[src/rtl/tas_lock_pkg.sv]
package tas_lock_pkg;

  typedef enum logic [1:0] {
    OP_READ = 2'd0,
    OP_TAS  = 2'd1,
    OP_REL  = 2'd2,
    OP_RSVD = 2'd3
  } lockOp_e;

  // Strobes from control to datapath
  typedef struct packed {
    logic fire;     // a request was granted this cycle
    logic lockWe;   // write the addressed lock
    logic lockVal;  // value to write
  } lockStrobe_t;

endpackage

[src/rtl/tas_lock_ctrl.sv]
module tas_lock_ctrl
  import tas_lock_pkg::*;
#(
  parameter int NUM_REQ = 4,
  parameter int IDX_W   = 2
) (
  input  logic                     rst,
  input  logic [NUM_REQ-1:0]       reqValid,
  input  logic [2*NUM_REQ-1:0]     reqOp,
  input  logic [NUM_REQ*IDX_W-1:0] reqIdx,
  output logic [NUM_REQ-1:0]       grant,
  output logic [IDX_W-1:0]         winIdx,
  output logic [1:0]               winOp,
  output lockStrobe_t              strobe
);

  // blocked[i] is high when reset is active or a lower index is valid
  logic [NUM_REQ:0] blocked;
  assign blocked[0] = rst;

  genvar gi;
  generate
    for (gi = 0; gi < NUM_REQ; gi++) begin : gPrio
      assign grant[gi]       = reqValid[gi] & ~blocked[gi];
      assign blocked[gi + 1] = blocked[gi] | reqValid[gi];
    end
  endgenerate

  // One-hot mux of the winner's op and index
  always_comb begin
    winIdx = '0;
    winOp  = '0;
    for (int i = 0; i < NUM_REQ; i++) begin
      winIdx = winIdx | (reqIdx[i*IDX_W +: IDX_W] & {IDX_W{grant[i]}});
      winOp  = winOp  | (reqOp[2*i +: 2] & {2{grant[i]}});
    end
  end

  always_comb begin
    strobe.fire    = |grant;
    strobe.lockWe  = strobe.fire &&
                     (winOp == OP_TAS || winOp == OP_REL);
    strobe.lockVal = (winOp == OP_TAS);
  end

endmodule

[src/rtl/tas_lock_dp.sv]
module tas_lock_dp
  import tas_lock_pkg::*;
#(
  parameter int NUM_REQ   = 4,
  parameter int NUM_LOCKS = 4,
  parameter int IDX_W     = 2
) (
  input  logic                 clk,
  input  logic                 rst,
  input  lockStrobe_t          strobe,
  input  logic [NUM_REQ-1:0]   grant,
  input  logic [IDX_W-1:0]     winIdx,
  output logic [NUM_LOCKS-1:0] lockBank,
  output logic [NUM_REQ-1:0]   rspValid,
  output logic [NUM_REQ-1:0]   rspPrior
);

  logic priorBit;
  assign priorBit = lockBank[winIdx];

  genvar gl;
  generate
    for (gl = 0; gl < NUM_LOCKS; gl++) begin : gLock
      always_ff @(posedge clk) begin
        if (rst)
          lockBank[gl] <= 1'b0;
        else if (strobe.lockWe && (winIdx == IDX_W'(gl)))
          lockBank[gl] <= strobe.lockVal;
      end
    end
  endgenerate

  always_ff @(posedge clk) begin
    if (rst) begin
      rspValid <= '0;
      rspPrior <= '0;
    end else begin
      rspValid <= grant;
      rspPrior <= {NUM_REQ{priorBit}} & grant;
    end
  end

endmodule

[src/rtl/tas_lock_unit.sv]
module tas_lock_unit
  import tas_lock_pkg::*;
#(
  parameter int NUM_REQ   = 4,
  parameter int NUM_LOCKS = 4,
  parameter int IDX_W     = (NUM_LOCKS > 1) ? $clog2(NUM_LOCKS) : 1
) (
  input  logic                     clk,
  input  logic                     rst,
  input  logic [NUM_REQ-1:0]       reqValid,
  input  logic [2*NUM_REQ-1:0]     reqOp,
  input  logic [NUM_REQ*IDX_W-1:0] reqIdx,
  output logic [NUM_REQ-1:0]       reqReady,
  output logic [NUM_REQ-1:0]       rspValid,
  output logic [NUM_REQ-1:0]       rspPrior
);

  lockStrobe_t          strobe;
  logic [NUM_REQ-1:0]   grant;
  logic [IDX_W-1:0]     winIdx;
  logic [1:0]           winOp;
  logic [NUM_LOCKS-1:0] lockBank;

  tas_lock_ctrl #(.NUM_REQ(NUM_REQ), .IDX_W(IDX_W)) ctrl_i (
    .rst      (rst),
    .reqValid (reqValid),
    .reqOp    (reqOp),
    .reqIdx   (reqIdx),
    .grant    (grant),
    .winIdx   (winIdx),
    .winOp    (winOp),
    .strobe   (strobe)
  );

  tas_lock_dp #(.NUM_REQ(NUM_REQ), .NUM_LOCKS(NUM_LOCKS), .IDX_W(IDX_W)) dp_i (
    .clk      (clk),
    .rst      (rst),
    .strobe   (strobe),
    .grant    (grant),
    .winIdx   (winIdx),
    .lockBank (lockBank),
    .rspValid (rspValid),
    .rspPrior (rspPrior)
  );

  assign reqReady = grant;

endmodule

[config.mk]
export PLATFORM = sky130hd
export DESIGN_NAME = tas_lock_unit
export DESIGN_NICKNAME = d
export VERILOG_FILES = /design/src/rtl/tas_lock_pkg.sv /design/src/rtl/tas_lock_ctrl.sv /design/src/rtl/tas_lock_dp.sv /design/src/rtl/tas_lock_unit.sv
export SDC_FILE = /design/constraint.sdc
export NUM_CORES = 1
export LEC_CHECK = 0
export BUFFER_PORTS_ARGS = -buffer_cell sky130_fd_sc_hd__buf_2
export CORE_UTILIZATION = 39
export DETAILED_ROUTE_END_ITERATION = 8
export PLACE_DENSITY_LB_ADDON = 0.05
export SLEW_MARGIN = 20
export SYNTH_ARGS = -nofsm -noshare
export SYNTH_HDL_FRONTEND = slang
export SYNTH_SLANG_ARGS = --single-unit
[constraint.sdc]
create_clock -name clk -period 2.05 [get_ports clk]
set_clock_uncertainty 0.05 [all_clocks]
set_input_delay 0.1025 -clock clk [delete_from_list [all_inputs] [get_ports clk]]
set_output_delay 0.1025 -clock clk [all_outputs]
set_load 0.03 [all_outputs]
* Word-level counts from Yosys, hierarchy flattened *
Index checks and enable logic that the tools add are counted.

operators by class
  add/subtract/negate cells = 0
  multiply operators = 0
  div/mod/pow operators = 0
  $lt $le $gt $ge = 1
  equal/unequal tests = 5
  shifts and indexed selects = 0
  muxes and demuxes = 2
  bitwise gates (word level) = 26
  reductions and logical operators = 8

operators by type and width
  kind                                                  number
  bitwise AND 2 bit                                     8
  bitwise OR 2 bit                                      6
  equality test 2 bit (second input constant)           3
  logical AND 1 bit                                     5
  bitwise AND 1 bit                                     4
  bitwise AND 4 bit                                     1
  equality test 2 x 1 -> 1 bit (second input constant)  2
  inverter 1 bit                                        4
  OR reduction 4 bit                                    1
  < comparator 2 x 3 -> 1 bit (second input constant)   1
  bitwise OR 1 bit                                      3
  binary-select mux 1 bit (select 2 bit)                1
  logical NOT 2 bit                                     1
  logical OR 1 bit                                      1
  two-way mux 1 bit                                     1

storage, ports and cells
  bits in registers = 12
  bits in latches = 0
  RAM bits = 0
  memory bits (read-only) = 0
  word-level logic and storage cells = 48
  memories kept = 0

* Longest topological paths before layout *
Gate-level depths: netlist of the first run.

  depth after elaboration = 11
  gate-level depth with buffers = 9
  mapped depth without buffers = 7

* Hierarchy *
From an unflattened synthesis of the first run, not the netlist that was laid out.

unflattened totals
  cell total of the unflattened synthesis = 64
  area, all modules = 633.1 um2

by module, submodules not included
  module         instances  cells each  area each (um2)  sequential area each (um2)
  tas_lock_dp    1          34          411.6            240.2
  tas_lock_ctrl  1          30          221.5            0.0

* Worst setup path after synthesis of the first run *
No wires, ideal clock.

  path type = input-to-reg
  start point = in reqValid[0]
  end point = reg dp_i.lockBank[2]
  library setup time = 0.121 ns
  arrival = 2.277 ns
  data required time = 1.879 ns
  path slack = -0.398 ns
  cell stages on the path = 8
  path buffers = 1
  path through = buf_6 > nor4b_4 > a22o_1 > a221oi_1 > ha_1 > nor3_1 > nand3_1 > mux2_4

between the ends
  word-level cells in the longest chain between the ends = 11

ends and longest elaborated chain
  element                                                              RTL line                                  RTL
  start: declaration                                                   tas_lock_unit.sv:10                       input logic [NUM_REQ-1:0] reqValid,
  bitwise OR 1 bit * (2 in series)                                     tas_lock_ctrl.sv:25                       assign blocked[gi + 1] = blocked[gi] | reqValid[gi];
  inverter 1 bit *                                                     tas_lock_ctrl.sv:24                       assign grant[gi] = reqValid[gi] & ~blocked[gi];
  bitwise AND 1 bit *                                                  tas_lock_ctrl.sv:24
  via reqReady[2]                                                      tas_lock_unit.sv:13                       output logic [NUM_REQ-1:0] reqReady,
  bitwise AND 2 bit                                                    tas_lock_ctrl.sv:35                       winOp = winOp | (reqOp[2*i +: 2] & {2{grant[i]}});
  bitwise OR 2 bit (2 in series)                                       tas_lock_ctrl.sv:35
  equality test 2 x 1 -> 1 bit or equality test 2 bit (tied branches)  tas_lock_ctrl.sv:42, tas_lock_ctrl.sv:43
  logical OR 1 bit                                                     tas_lock_ctrl.sv:42                       (winOp == OP_TAS || winOp == OP_REL);
  logical AND 1 bit                                                    tas_lock_ctrl.sv:41                       strobe.lockWe = strobe.fire &&
  logical AND 1 bit                                                    tas_lock_dp.sv:27                         else if (strobe.lockWe && (winIdx == IDX_W'(gl)))
  end signal: indexed assignment                                       tas_lock_dp.sv:28                         lockBank[gl] <= strobe.lockVal;
  end: declaration                                                     tas_lock_dp.sv:13                         output logic [NUM_LOCKS-1:0] lockBank,

The timed path passes the listed nets; every way through them passes the cells marked *.
A chain may end at the register's enable or synchronous reset.

* Worst setup path in the final report of the first run *
  start point = in reqValid[0]
  end point = reg dp_i.lockBank[0]

between the ends
  word-level cells in the longest chain between the ends = 11

ends and longest elaborated chain
  element                                                              RTL line
  bitwise OR 1 bit                                                     tas_lock_ctrl.sv:25
  inverter 1 bit or bitwise OR 1 bit (tied branches)                   tas_lock_ctrl.sv:24, tas_lock_ctrl.sv:25
  bitwise AND 1 bit, or another cell as far along                      tas_lock_ctrl.sv:24
  bitwise AND 2 bit, or another cell as far along                      tas_lock_ctrl.sv:35
  bitwise OR 2 bit, or another cell as far along                       tas_lock_ctrl.sv:35
  bitwise OR 2 bit or bitwise AND 2 bit (tied branches)                tas_lock_ctrl.sv:35
  bitwise OR 2 bit                                                     tas_lock_ctrl.sv:35
  equality test 2 x 1 -> 1 bit or equality test 2 bit (tied branches)  tas_lock_ctrl.sv:42, tas_lock_ctrl.sv:43
  logical OR 1 bit                                                     tas_lock_ctrl.sv:42
  logical AND 1 bit                                                    tas_lock_ctrl.sv:41
  logical AND 1 bit                                                    tas_lock_dp.sv:27

Several ways; a longest one is shown, not always the timed one.

==> flow_summary_export.csv, run 1 <==
group,metric,value,unit
status,status,"finished, violations left",
status,violations,"DRC",
route,wl_per_cell,11.8,µm
final_layout,drive_gt1_share,56.2,%
timing,max-slew-margin-rel,65.4,%
setup_path,slowest_stage,"a221o_1",
clocking,cts_hold_buffers,0,
floorplan,initial_core_util,43.6,%
pwr,intPower,0.000401,W
floorplan,rows,14,
placement,portBuffers,33,
final_layout,fin_nets,129,
flow_run,cap_violations,0,
clocking,root_buffer,"clkbuf_4",
floorplan,fp.dieH,43.7,µm
timing,hold_violations,0,
clocking,cts_tree,"yes",
placement,hpwl,1240,µm
min_path,min_from,"reqValid[3]",
min_path,min_to,"dp_i.rspValid[3]$_SDFF_PP0_",
pwr,p_leak,0.458,nW
floorplan,io_pins,34,
pwr,power.share.sequential,43.3,%
floorplan,core,1560,µm²
pwr,irDropWorstVdd,0.341,mV
yosys,synth_area_leaders,"dfxtp_1 (35%), a32oi_2 (4.8%), nor3b_1 (4.4%)",
placement,place.gp.congestion,0.859,
pwr,swShare,27.6,%
clocking,numCtsBuffers,3,
setup_path,critPathKind,"in2reg",
min_path,hold_depth,2,
floorplan,die_w,43.7,µm
pwr,comb_power_share,22.0,%
clocking,clockBufferDepth,2,
setup_path,cp.arrival,1970,ps
timing,worst_slew_pin_slew,514,ps
setup_path,crit_fanout,7,
yosys,netlist_area,679,µm²
yosys,syn_avg_cell_area,11.0,µm²
setup_path,cp-start-kind,"input pin",
final_layout,syn_to_final_growth,40.1,%
timing,final-setup-viol-count,0,
route,first_pass_iters,6,
yosys,synth_cell_types,30,
clocking,cts_sinks,12,
timing,worst_hold_slack,36.6,ps
yosys,synth_area_leader_cell,"dfxtp_1",
yosys,yosys.area.top_type_share,35.4,%
global_routing,grt_usage,17.6,%
setup_path,crit_family,"simple AND/OR/NAND/NOR gates",
timing,maxClockFrequency,540,MHz
pwr,pwr-share-clk,34.7,%
route,via_per_inst,5.15,
yosys,netlist_instances,62,
floorplan,die_area,1910,µm²
route,drc,5,
global_routing,grt_max_degree,8,
final_layout,utilization,61.1,%
setup_path,reg2reg_to,"dp_i.rspPrior[0]$_SDFF_PP0_",
setup_path,crit_buf_inv,1,
clocking,h-tree-depth,1,
setup_path,cpPeakStageDelay,350,ps
global_routing,antenna_found_initial,0,
setup_path,path_cells,"buf_2 -> nor2_1 -> and2_1 -> a221o_1 -> ha_1 -> nor3_4 -> nand3_1 -> mux2_1",
route,wl,1430,µm
route,first_iter_violations,9,
route,postRouteAntennaNets,0,
final_layout,fillerInstances,143,
pwr,netSwitchingPower,0.000153,W
clocking,clk-insertion-delay-late,270,ps
global_routing,grt_pass1_vias,573,
setup_path,worstRegToRegCells,4,
yosys,ys_ff_latch,12,
timing,drv_slew,0,
setup_path,r2r_slack,1030,ps
clocking,clkTransAtPathRegs,90,ps
pwr,powerDensity,582,nW/µm²
global_routing,grt_pass1_wl,2450,µm
clocking,cts_setup_buffers,0,
yosys,seq_area_frac_synth,35.4,%
min_path,min_path_type,"in2reg",
setup_path,worst_ep_required_time,2170,ps
timing,min_period_over_period,90.4,%
route,vias,623,
timing,rsz0062_at_grt,"false",
yosys,synth_warnings,0,
final_layout,antenna_cells,0,
global_routing,gr-total-overflow,0,
yosys,syn_nets,85,
setup_path,endpoint_kind,"register",
clocking,post_cts_resized,0,
timing,fin_crit,1850,ps
setup_path,r2r-start,"dp_i.lockBank[3]$_SDFFE_PP0P_",
cells in the final DEF, fill, tap and decap left out, types with 3 or more instances in the layout:
master	netlist	routed
dfxtp_1	12	12
a21oi_1	3	3
nor3b_1	4	4
buf_2	0	33
nor2b_1	4	3
clkbuf_4	0	3
buf_4	2	10
and2_1	4	4
through the flow:
step	total power (W)	area, µm²	setup slack (ps)	setup TNS, ps	instances
after floorplan	0.000324	697	-220	-665	62
after global placement	0.000368	916	-83.4	-161	117
after detailed placement	0.000368	916	-101	-197	117
after CTS	0.000557	952	191	0	121
after global routing	0.000581	952	90.7	0	121
final	0.000554	952	198	0	121
per-layer routing:
layer / vias to the layer above / part of all wire [%] / wire length (µm) / global-route usage [%]
met5: - / 0 / 0 / 0
met4: 0 / 1.2 / 17 / 9.38
met3: 2 / 9.3 / 133 / 4.58
met2: 28 / 40 / 568 / 27.2
met1: 266 / 50 / 708 / 22.3
li1: 327 / - / - / -
area by class of cell:
type	instances	area, µm²	share of cell area, %
multi-input combinational	44	408	42.8
sequential	12	240	25.2
timing repair buffer	43	240	25.2
clock buffer	4	36.3	3.81
tap	16	20.0	2.10
inverter	2	7.51	0.788
sequential cells by signal, indices dropped and copies added, names as in the netlist:
signal and cells:
dp_i.lockBank 4, dp_i.rspPrior 4, dp_i.rspValid 4
kinds of logic (layout without fill, tap and decap cells):
family / after synthesis / after routing / share of synthesized area (%)
fa+ha+maj: 1 / 1 / 1.84
buf+inv: 6 / 49 / 6.63
simple gates: 24 / 24 / 26.9
flops: 12 / 12 / 35.4
compound gates: 17 / 17 / 25.4
mux: 2 / 2 / 3.87
synthesized netlist by cell type:
| cell | count |
|---|---|
| a221o_2 | 1 |
| a21oi_1 | 3 |
| dfxtp_1 | 12 |
| and2_1 | 4 |
| ha_1 | 1 |
| a211oi_2 | 2 |
| a221oi_1 | 1 |
| nor4_1 | 1 |
| nor2_1 | 1 |
| nor3_1 | 1 |
| nor4b_1 | 1 |
| a32oi_2 | 2 |
| nand2_1 | 2 |
| a221o_1 | 1 |
| a221oi_2 | 1 |
| nor3b_1 | 4 |
| nor2b_1 | 4 |
| nand3_1 | 2 |
| inv_1 | 2 |
| and2_4 | 1 |
| a41o_1 | 2 |
| mux2_4 | 1 |
| buf_4 | 2 |
| nand3b_1 | 1 |
| a22o_1 | 2 |
| buf_6 | 2 |
| nor4_4 | 1 |
| mux2_1 | 1 |
| nor4b_4 | 1 |
| a311oi_1 | 2 |
worst max path at each step:
stage                start                       endpoint  slack [ps]  cells past startpoint
2_1_floorplan  reqValid[0]  dp_i.lockBank[0]$_SDFFE_PP0P_        -220                      8
3_3_place_gp   reqValid[0]  dp_i.lockBank[0]$_SDFFE_PP0P_         -80                      8
3_5_place_dp   reqValid[0]  dp_i.lockBank[0]$_SDFFE_PP0P_        -100                      8
4_1_cts        reqValid[0]  dp_i.lockBank[0]$_SDFFE_PP0P_         190                      8
5_1_grt        reqValid[0]  dp_i.lockBank[0]$_SDFFE_PP0P_          90                      8
6_report       reqValid[0]  dp_i.lockBank[0]$_SDFFE_PP0P_         200                      8
power by group through the flow:
| stage | Combinational [W] | Sequential (W) | Clock, W |
|---|---|---|---|
| final | 0.000122 | 0.000240 | 0.000192 |
| after global routing | 0.000133 | 0.000240 | 0.000207 |
| after CTS | 0.000123 | 0.000240 | 0.000194 |
| after detailed placement | 0.000123 | 0.000245 | 0 |
| after global placement | 0.000122 | 0.000245 | 0 |
| after floorplan | 0.0000695 | 0.000254 | 0 |
Power figures use the tool's default switching activity.
==> run 2, diff against run 1 <==
--- a/config.mk
+++ b/config.mk
@@ -6,7 +6,9 @@
 export NUM_CORES = 1
 export LEC_CHECK = 0
 export BUFFER_PORTS_ARGS = -buffer_cell sky130_fd_sc_hd__buf_2
+export CORE_MARGIN = 5
 export CORE_UTILIZATION = 39
+export CTS_CLUSTER_DIAMETER = 30
 export DETAILED_ROUTE_END_ITERATION = 8
 export PLACE_DENSITY_LB_ADDON = 0.05
 export SLEW_MARGIN = 20
==> flow_summary_export.csv, run 2 (synthesis results as in run 1) <==
group,metric,value,unit
setup_path,r2r-start,"dp_i.lockBank[3]$_SDFFE_PP0P_",
timing,fin_crit,1860,ps
setup_path,crit_fanout,7,
timing,worst_hold_slack,51.8,ps
clocking,cts_sinks,12,
global_routing,grt_pass1_vias,627,
pwr,powerDensity,571,nW/µm²
placement,hpwl,1400,µm
route,wl,1640,µm
clocking,h-tree-depth,1,
timing,max-slew-margin-rel,63.6,%
final_layout,layout_common_cells,"buf_2 (33), buf_4 (13), dfxtp_1 (12)",
min_path,min_path_type,"in2reg",
clocking,root_buffer,"clkbuf_4",
floorplan,die_area,2680,µm²
clocking,clkTransAtPathRegs,80,ps
clocking,numCtsBuffers,3,
setup_path,endpoint_kind,"register",
min_path,hold_depth,2,
timing,drv_slew,0,
route,vias,662,
timing,hold_violations,0,
final_layout,multi_input_area,408,µm²
route,first_pass_iters,4,
timing,min_period_over_period,90.8,%
floorplan,core,1690,µm²
global_routing,antenna_found_initial,0,
setup_path,slowest_stage,"a221o_1",
route,wl_per_cell,13.1,µm
global_routing,grt_usage,13.9,%
pwr,swShare,27.1,%
final_layout,syn_to_final_growth,43.6,%
setup_path,cpPeakStageDelay,350,ps
clocking,cts_setup_buffers,0,
pwr,intPower,0.000406,W
timing,final-setup-viol-count,0,
final_layout,final_common_cell,"buf_2",
clocking,clockBufferDepth,2,
route,postRouteAntennaNets,0,
floorplan,die_w,51.7,µm
timing,fin_tns_setup,0,ps
final_layout,drive_gt1_share,57.4,%
timing,maxClockFrequency,537,MHz
clocking,clk-insertion-delay-late,260,ps
setup_path,cp-start-kind,"input pin",
global_routing,grt_pass1_wl,2860,µm
min_path,min_from,"reqValid[3]",
clocking,cts_tree,"yes",
clocking,post_cts_resized,0,
final_layout,regArea,240,µm²
flow_run,cap_violations,0,
final_layout,antenna_cells,0,
route,first_iter_violations,11,
floorplan,initial_core_util,40.2,%
setup_path,r2r_slack,1020,ps
global_routing,grt_max_degree,8,
pwr,power.share.sequential,43.0,%
min_path,min_to,"dp_i.rspValid[3]$_SDFF_PP0_",
final_layout,fillerInstances,177,
setup_path,path_cells,"buf_2 -> nor2_1 -> and2_1 -> a221o_1 -> ha_1 -> nor3_4 -> nand3_1 -> mux2_1",
floorplan,fp.dieH,51.7,µm
route,drc,0,
placement,place.gp.congestion,0.756,
setup_path,cp.arrival,1970,ps
pwr,comb_power_share,23.4,%
pwr,pwr-share-clk,33.6,%
floorplan,io_pins,34,
timing,rsz0062_at_grt,"false",
setup_path,worst_ep_required_time,2150,ps
pwr,irDropWorstVdd,0.318,mV
clocking,cts_hold_buffers,0,
final_layout,largestRegisters,"dp_i.lockBank: 4 flops, dp_i.rspPrior: 4 flops, dp_i.rspValid: 4 flops",
setup_path,worstRegToRegCells,4,
pwr,p_leak,0.472,nW
final_layout,fin_nets,132,
setup_path,reg2reg_to,"dp_i.rspPrior[2]$_SDFF_PP0_",
route,via_per_inst,5.30,
placement,portBuffers,33,
status,status,"completed",
timing,worst_slew_pin_slew,541,ps
floorplan,rows,15,
setup_path,critPathKind,"in2reg",
global_routing,gr-total-overflow,0,
pwr,netSwitchingPower,0.000151,W
-- run 2: cell types whose count changed in the layout (fill, tap and decap cells not counted), sizes merged --
cell	previous run	this run
buf	43	46
-- run 2: per-stage QoR --
| stage | utilization (%) | instance area [µm²] | instances | total power [W] | setup slack [ps] |
|---|---|---|---|---|---|
| after floorplan | - | 697 | 62 | 0.000324 | -220 |
| after global placement | 55.6 | 940 | 121 | 0.000375 | -88.8 |
| after detailed placement | 55.6 | 940 | 121 | 0.000376 | -89.9 |
| after CTS | 57.8 | 976 | 125 | 0.000563 | 189 |
| after global routing | 57.8 | 976 | 125 | 0.000591 | 94.7 |
| final | 57.8 | 976 | 125 | 0.000558 | 189 |
-- run 2: cell type report --
class / instances / area share [%]
inverter: 2 / 0.769
multi-input combinational: 44 / 41.8
sequential: 12 / 24.6
timing repair buffer: 46 / 26.9
tap: 17 / 2.18
clock buffer: 4 / 3.72
-- run 2: worst max path at each step --
stage	to	from	depth (start not counted)
4_1_cts	dp_i.lockBank[0]$_SDFFE_PP0P_	rst	8
3_3_place_gp	dp_i.lockBank[0]$_SDFFE_PP0P_	rst	8
6_report	dp_i.lockBank[0]$_SDFFE_PP0P_	rst	8
3_5_place_dp	dp_i.lockBank[0]$_SDFFE_PP0P_	rst	8
5_1_grt	dp_i.lockBank[0]$_SDFFE_PP0P_	rst	8
2_1_floorplan	dp_i.lockBank[0]$_SDFFE_PP0P_	reqValid[0]	8
-- run 2: worst max-delay path, delay by kind of cell --
kind,cells,cell delay [ps]
adder cells (fa/ha/maj),1,330
AND/OR/NAND/NOR,4,650
buffers and inverters,1,200
multiplexers,1,320
AO/OA/AOI/OAI,1,350
-- run 2: routing by layer --
layer	track usage (%)	vias up	routed length (µm)
met1	18.5	300	750
met5	0	-	0
met4	2.62	0	9
li1	-	337	-
met2	22.5	23	724
met3	3.72	2	158
-- run 2: power by group through the flow --
stage | logic (W) | clock network, W | registers (W)
finish | 0.000130 | 0.000187 | 0.000240
global route | 0.000142 | 0.000208 | 0.000241
CTS | 0.000131 | 0.000192 | 0.000240
detailed placement | 0.000131 | 0 | 0.000246
global placement | 0.000130 | 0 | 0.000245
floorplan | 0.0000695 | 0 | 0.000254
==> run 3, diff against run 2 <==
--- a/config.mk
+++ b/config.mk
@@ -7,7 +7,8 @@
 export LEC_CHECK = 0
 export BUFFER_PORTS_ARGS = -buffer_cell sky130_fd_sc_hd__buf_2
 export CORE_MARGIN = 5
-export CORE_UTILIZATION = 39
+export CORE_UTILIZATION = 41
+export CTS_BUF_LIST = sky130_fd_sc_hd__clkbuf_4
 export CTS_CLUSTER_DIAMETER = 30
 export DETAILED_ROUTE_END_ITERATION = 8
 export PLACE_DENSITY_LB_ADDON = 0.05
==> flow_summary_export.csv, run 3 (synthesis results as in run 1) <==
group,metric,value,unit
setup_path,crit_buf_inv,1,
setup_path,endpoint_kind,"register",
flow_run,cap_violations,0,
setup_path,r2r-start,"dp_i.lockBank[3]$_SDFFE_PP0P_",
final_layout,largestRegisters,"dp_i.lockBank: 4 flops, dp_i.rspPrior: 4 flops, dp_i.rspValid: 4 flops",
timing,min_period_over_period,89.8,%
floorplan,die_area,2570,µm²
clocking,cts_tree,"yes",
final_layout,fin_nets,131,
clocking,cts_sinks,12,
clocking,clk-insertion-delay-late,260,ps
global_routing,grt_pass1_wl,2930,µm
clocking,h-tree-depth,1,
final_layout,antenna_cells,0,
pwr,comb_power_share,25.1,%
floorplan,die_w,50.7,µm
route,postRouteAntennaNets,0,
placement,placed_cells,119,
clocking,cts_setup_buffers,0,
clocking,root_buffer,"clkbuf_4",
timing,drv_slew,0,
global_routing,grt_pass1_vias,674,
clocking,numCtsBuffers,3,
timing,fin_crit,1840,ps
floorplan,rows,14,
setup_path,crit_cells,8,
floorplan,core,1540,µm²
pwr,p_leak,0.461,nW
route,drc,0,
timing,final-setup-viol-count,0,
setup_path,worst_ep_required_time,2160,ps
floorplan,fp.dieH,50.7,µm
setup_path,cpPeakStageDelay,330,ps
setup_path,startpoint,"reqValid[0]",
route,vias,651,
setup_path,cp.arrival,1950,ps
setup_path,path_cells,"buf_2 -> nor2b_2 -> a22o_1 -> a221o_1 -> ha_1 -> nor3_4 -> nand3_1 -> mux2_1",
global_routing,grt_max_degree,8,
final_layout,final_common_cell,"buf_2",
global_routing,grt_usage,14.5,%
min_path,min_path_type,"in2reg",
global_routing,antenna_found_initial,0,
pwr,powerDensity,537,nW/µm²
pwr,swShare,28.8,%
placement,portBuffers,33,
timing,worst_slew_pin_slew,486,ps
setup_path,r2r_slack,1030,ps
route,first_iter_violations,7,
route,wl_per_cell,13.8,µm
timing,max-slew-margin-rel,67.3,%
clocking,clkTransAtPathRegs,80,ps
final_layout,instances_no_fill,122,
timing,maxClockFrequency,543,MHz
pwr,p_total,0.000512,W
setup_path,slowest_stage,"ha_1",
clocking,post_cts_resized,0,
route,wl,1690,µm
route,first_pass_iters,4,
setup_path,critPathKind,"in2reg",
timing,rsz0062_at_grt,"false",
final_layout,drive_gt1_share,56.6,%
placement,place.gp.congestion,0.827,
status,status,"completed",
placement,hpwl,1390,µm
setup_path,crit_path_end,"dp_i.lockBank[0]$_SDFFE_PP0P_",
floorplan,initial_core_util,44.1,%
final_layout,layout_common_cells,"buf_2 (33), dfxtp_1 (12), buf_4 (12)",
min_path,min_from,"reqValid[3]",
global_routing,gr-total-overflow,0,
clocking,clockBufferDepth,2,
setup_path,worstRegToRegCells,4,
floorplan,io_pins,34,
setup_path,cp-start-kind,"input pin",
final_layout,syn_to_final_growth,40.3,%
pwr,irDropWorstVdd,0.270,mV
pwr,power.share.sequential,46.8,%
setup_path,crit_family,"simple AND/OR/NAND/NOR gates",
setup_path,reg2reg_to,"dp_i.rspPrior[3]$_SDFF_PP0_",
timing,hold_violations,0,
pwr,pwr-share-clk,28.0,%
pwr,netSwitchingPower,0.000148,W
timing,fin_tns_setup,0,ps
pwr,intPower,0.000365,W
route,via_per_inst,5.34,
clocking,cts_hold_buffers,0,
setup_path,crit_fanout,6,
-- run 3: routing by layer --
layer	global-route usage, %	up-vias	part of all wire (%)
li1	-	332	-
met1	18.1	290	45
met2	22.9	25	44
met3	3.85	4	8.8
met4	6.81	0	1.3
met5	0	-	0
-- run 3: per-stage QoR --
stage | instance area, µm² | utilization [%] | hold WS [ps] | setup slack [ps]
floorplan | 697 | - | 174 | -220
global placement | 931 | 60.4 | 336 | -75.3
detailed placement | 931 | 60.4 | 334 | -64.9
CTS | 953 | 61.9 | 55.5 | 217
global route | 953 | 61.9 | 63.7 | 110
finish | 953 | 61.9 | 57.2 | 208
-- run 3: power by group through the flow --
stage          Clock [W]  Sequential [W]  Combinational, W
2_1_floorplan          0        0.000254         0.0000695
3_5_place_dp           0        0.000246          0.000129
5_1_grt         0.000163        0.000241          0.000140
4_1_cts         0.000149        0.000240          0.000129
6_report        0.000144        0.000240          0.000129
3_3_place_gp           0        0.000245          0.000128
-- run 3: worst min-delay path by stage --
stage                                              to  depth (start not counted)  slack (ps)
after floorplan           dp_i.rspValid[3]$_SDFF_PP0_                          1         170
after detailed placement  dp_i.rspValid[3]$_SDFF_PP0_                          2         330
after global routing      dp_i.rspValid[3]$_SDFF_PP0_                          2          60
after CTS                 dp_i.rspValid[3]$_SDFF_PP0_                          2          60
final                     dp_i.rspValid[3]$_SDFF_PP0_                          2          60
after global placement    dp_i.rspValid[3]$_SDFF_PP0_                          2         340
-- run 3: layout make-up --
| type | count | area [µm²] |
|---|---|---|
| timing repair buffer | 45 | 255 |
| multi-input combinational | 44 | 408 |
| tap | 16 | 20.0 |
| clock buffer | 3 | 22.5 |
| inverter | 2 | 7.51 |
| fill | 141 | 588 |
| sequential | 12 | 240 |
-- run 3: worst register-to-register path, delay by kind of cell, from the launching register on --
kind | cells | cell delay [ps]
AOI/OAI and AO/OA | 2 | 390
buffers and inverters | 1 | 60
DFF | 1 | 300
and+or+nand+nor | 1 | 100
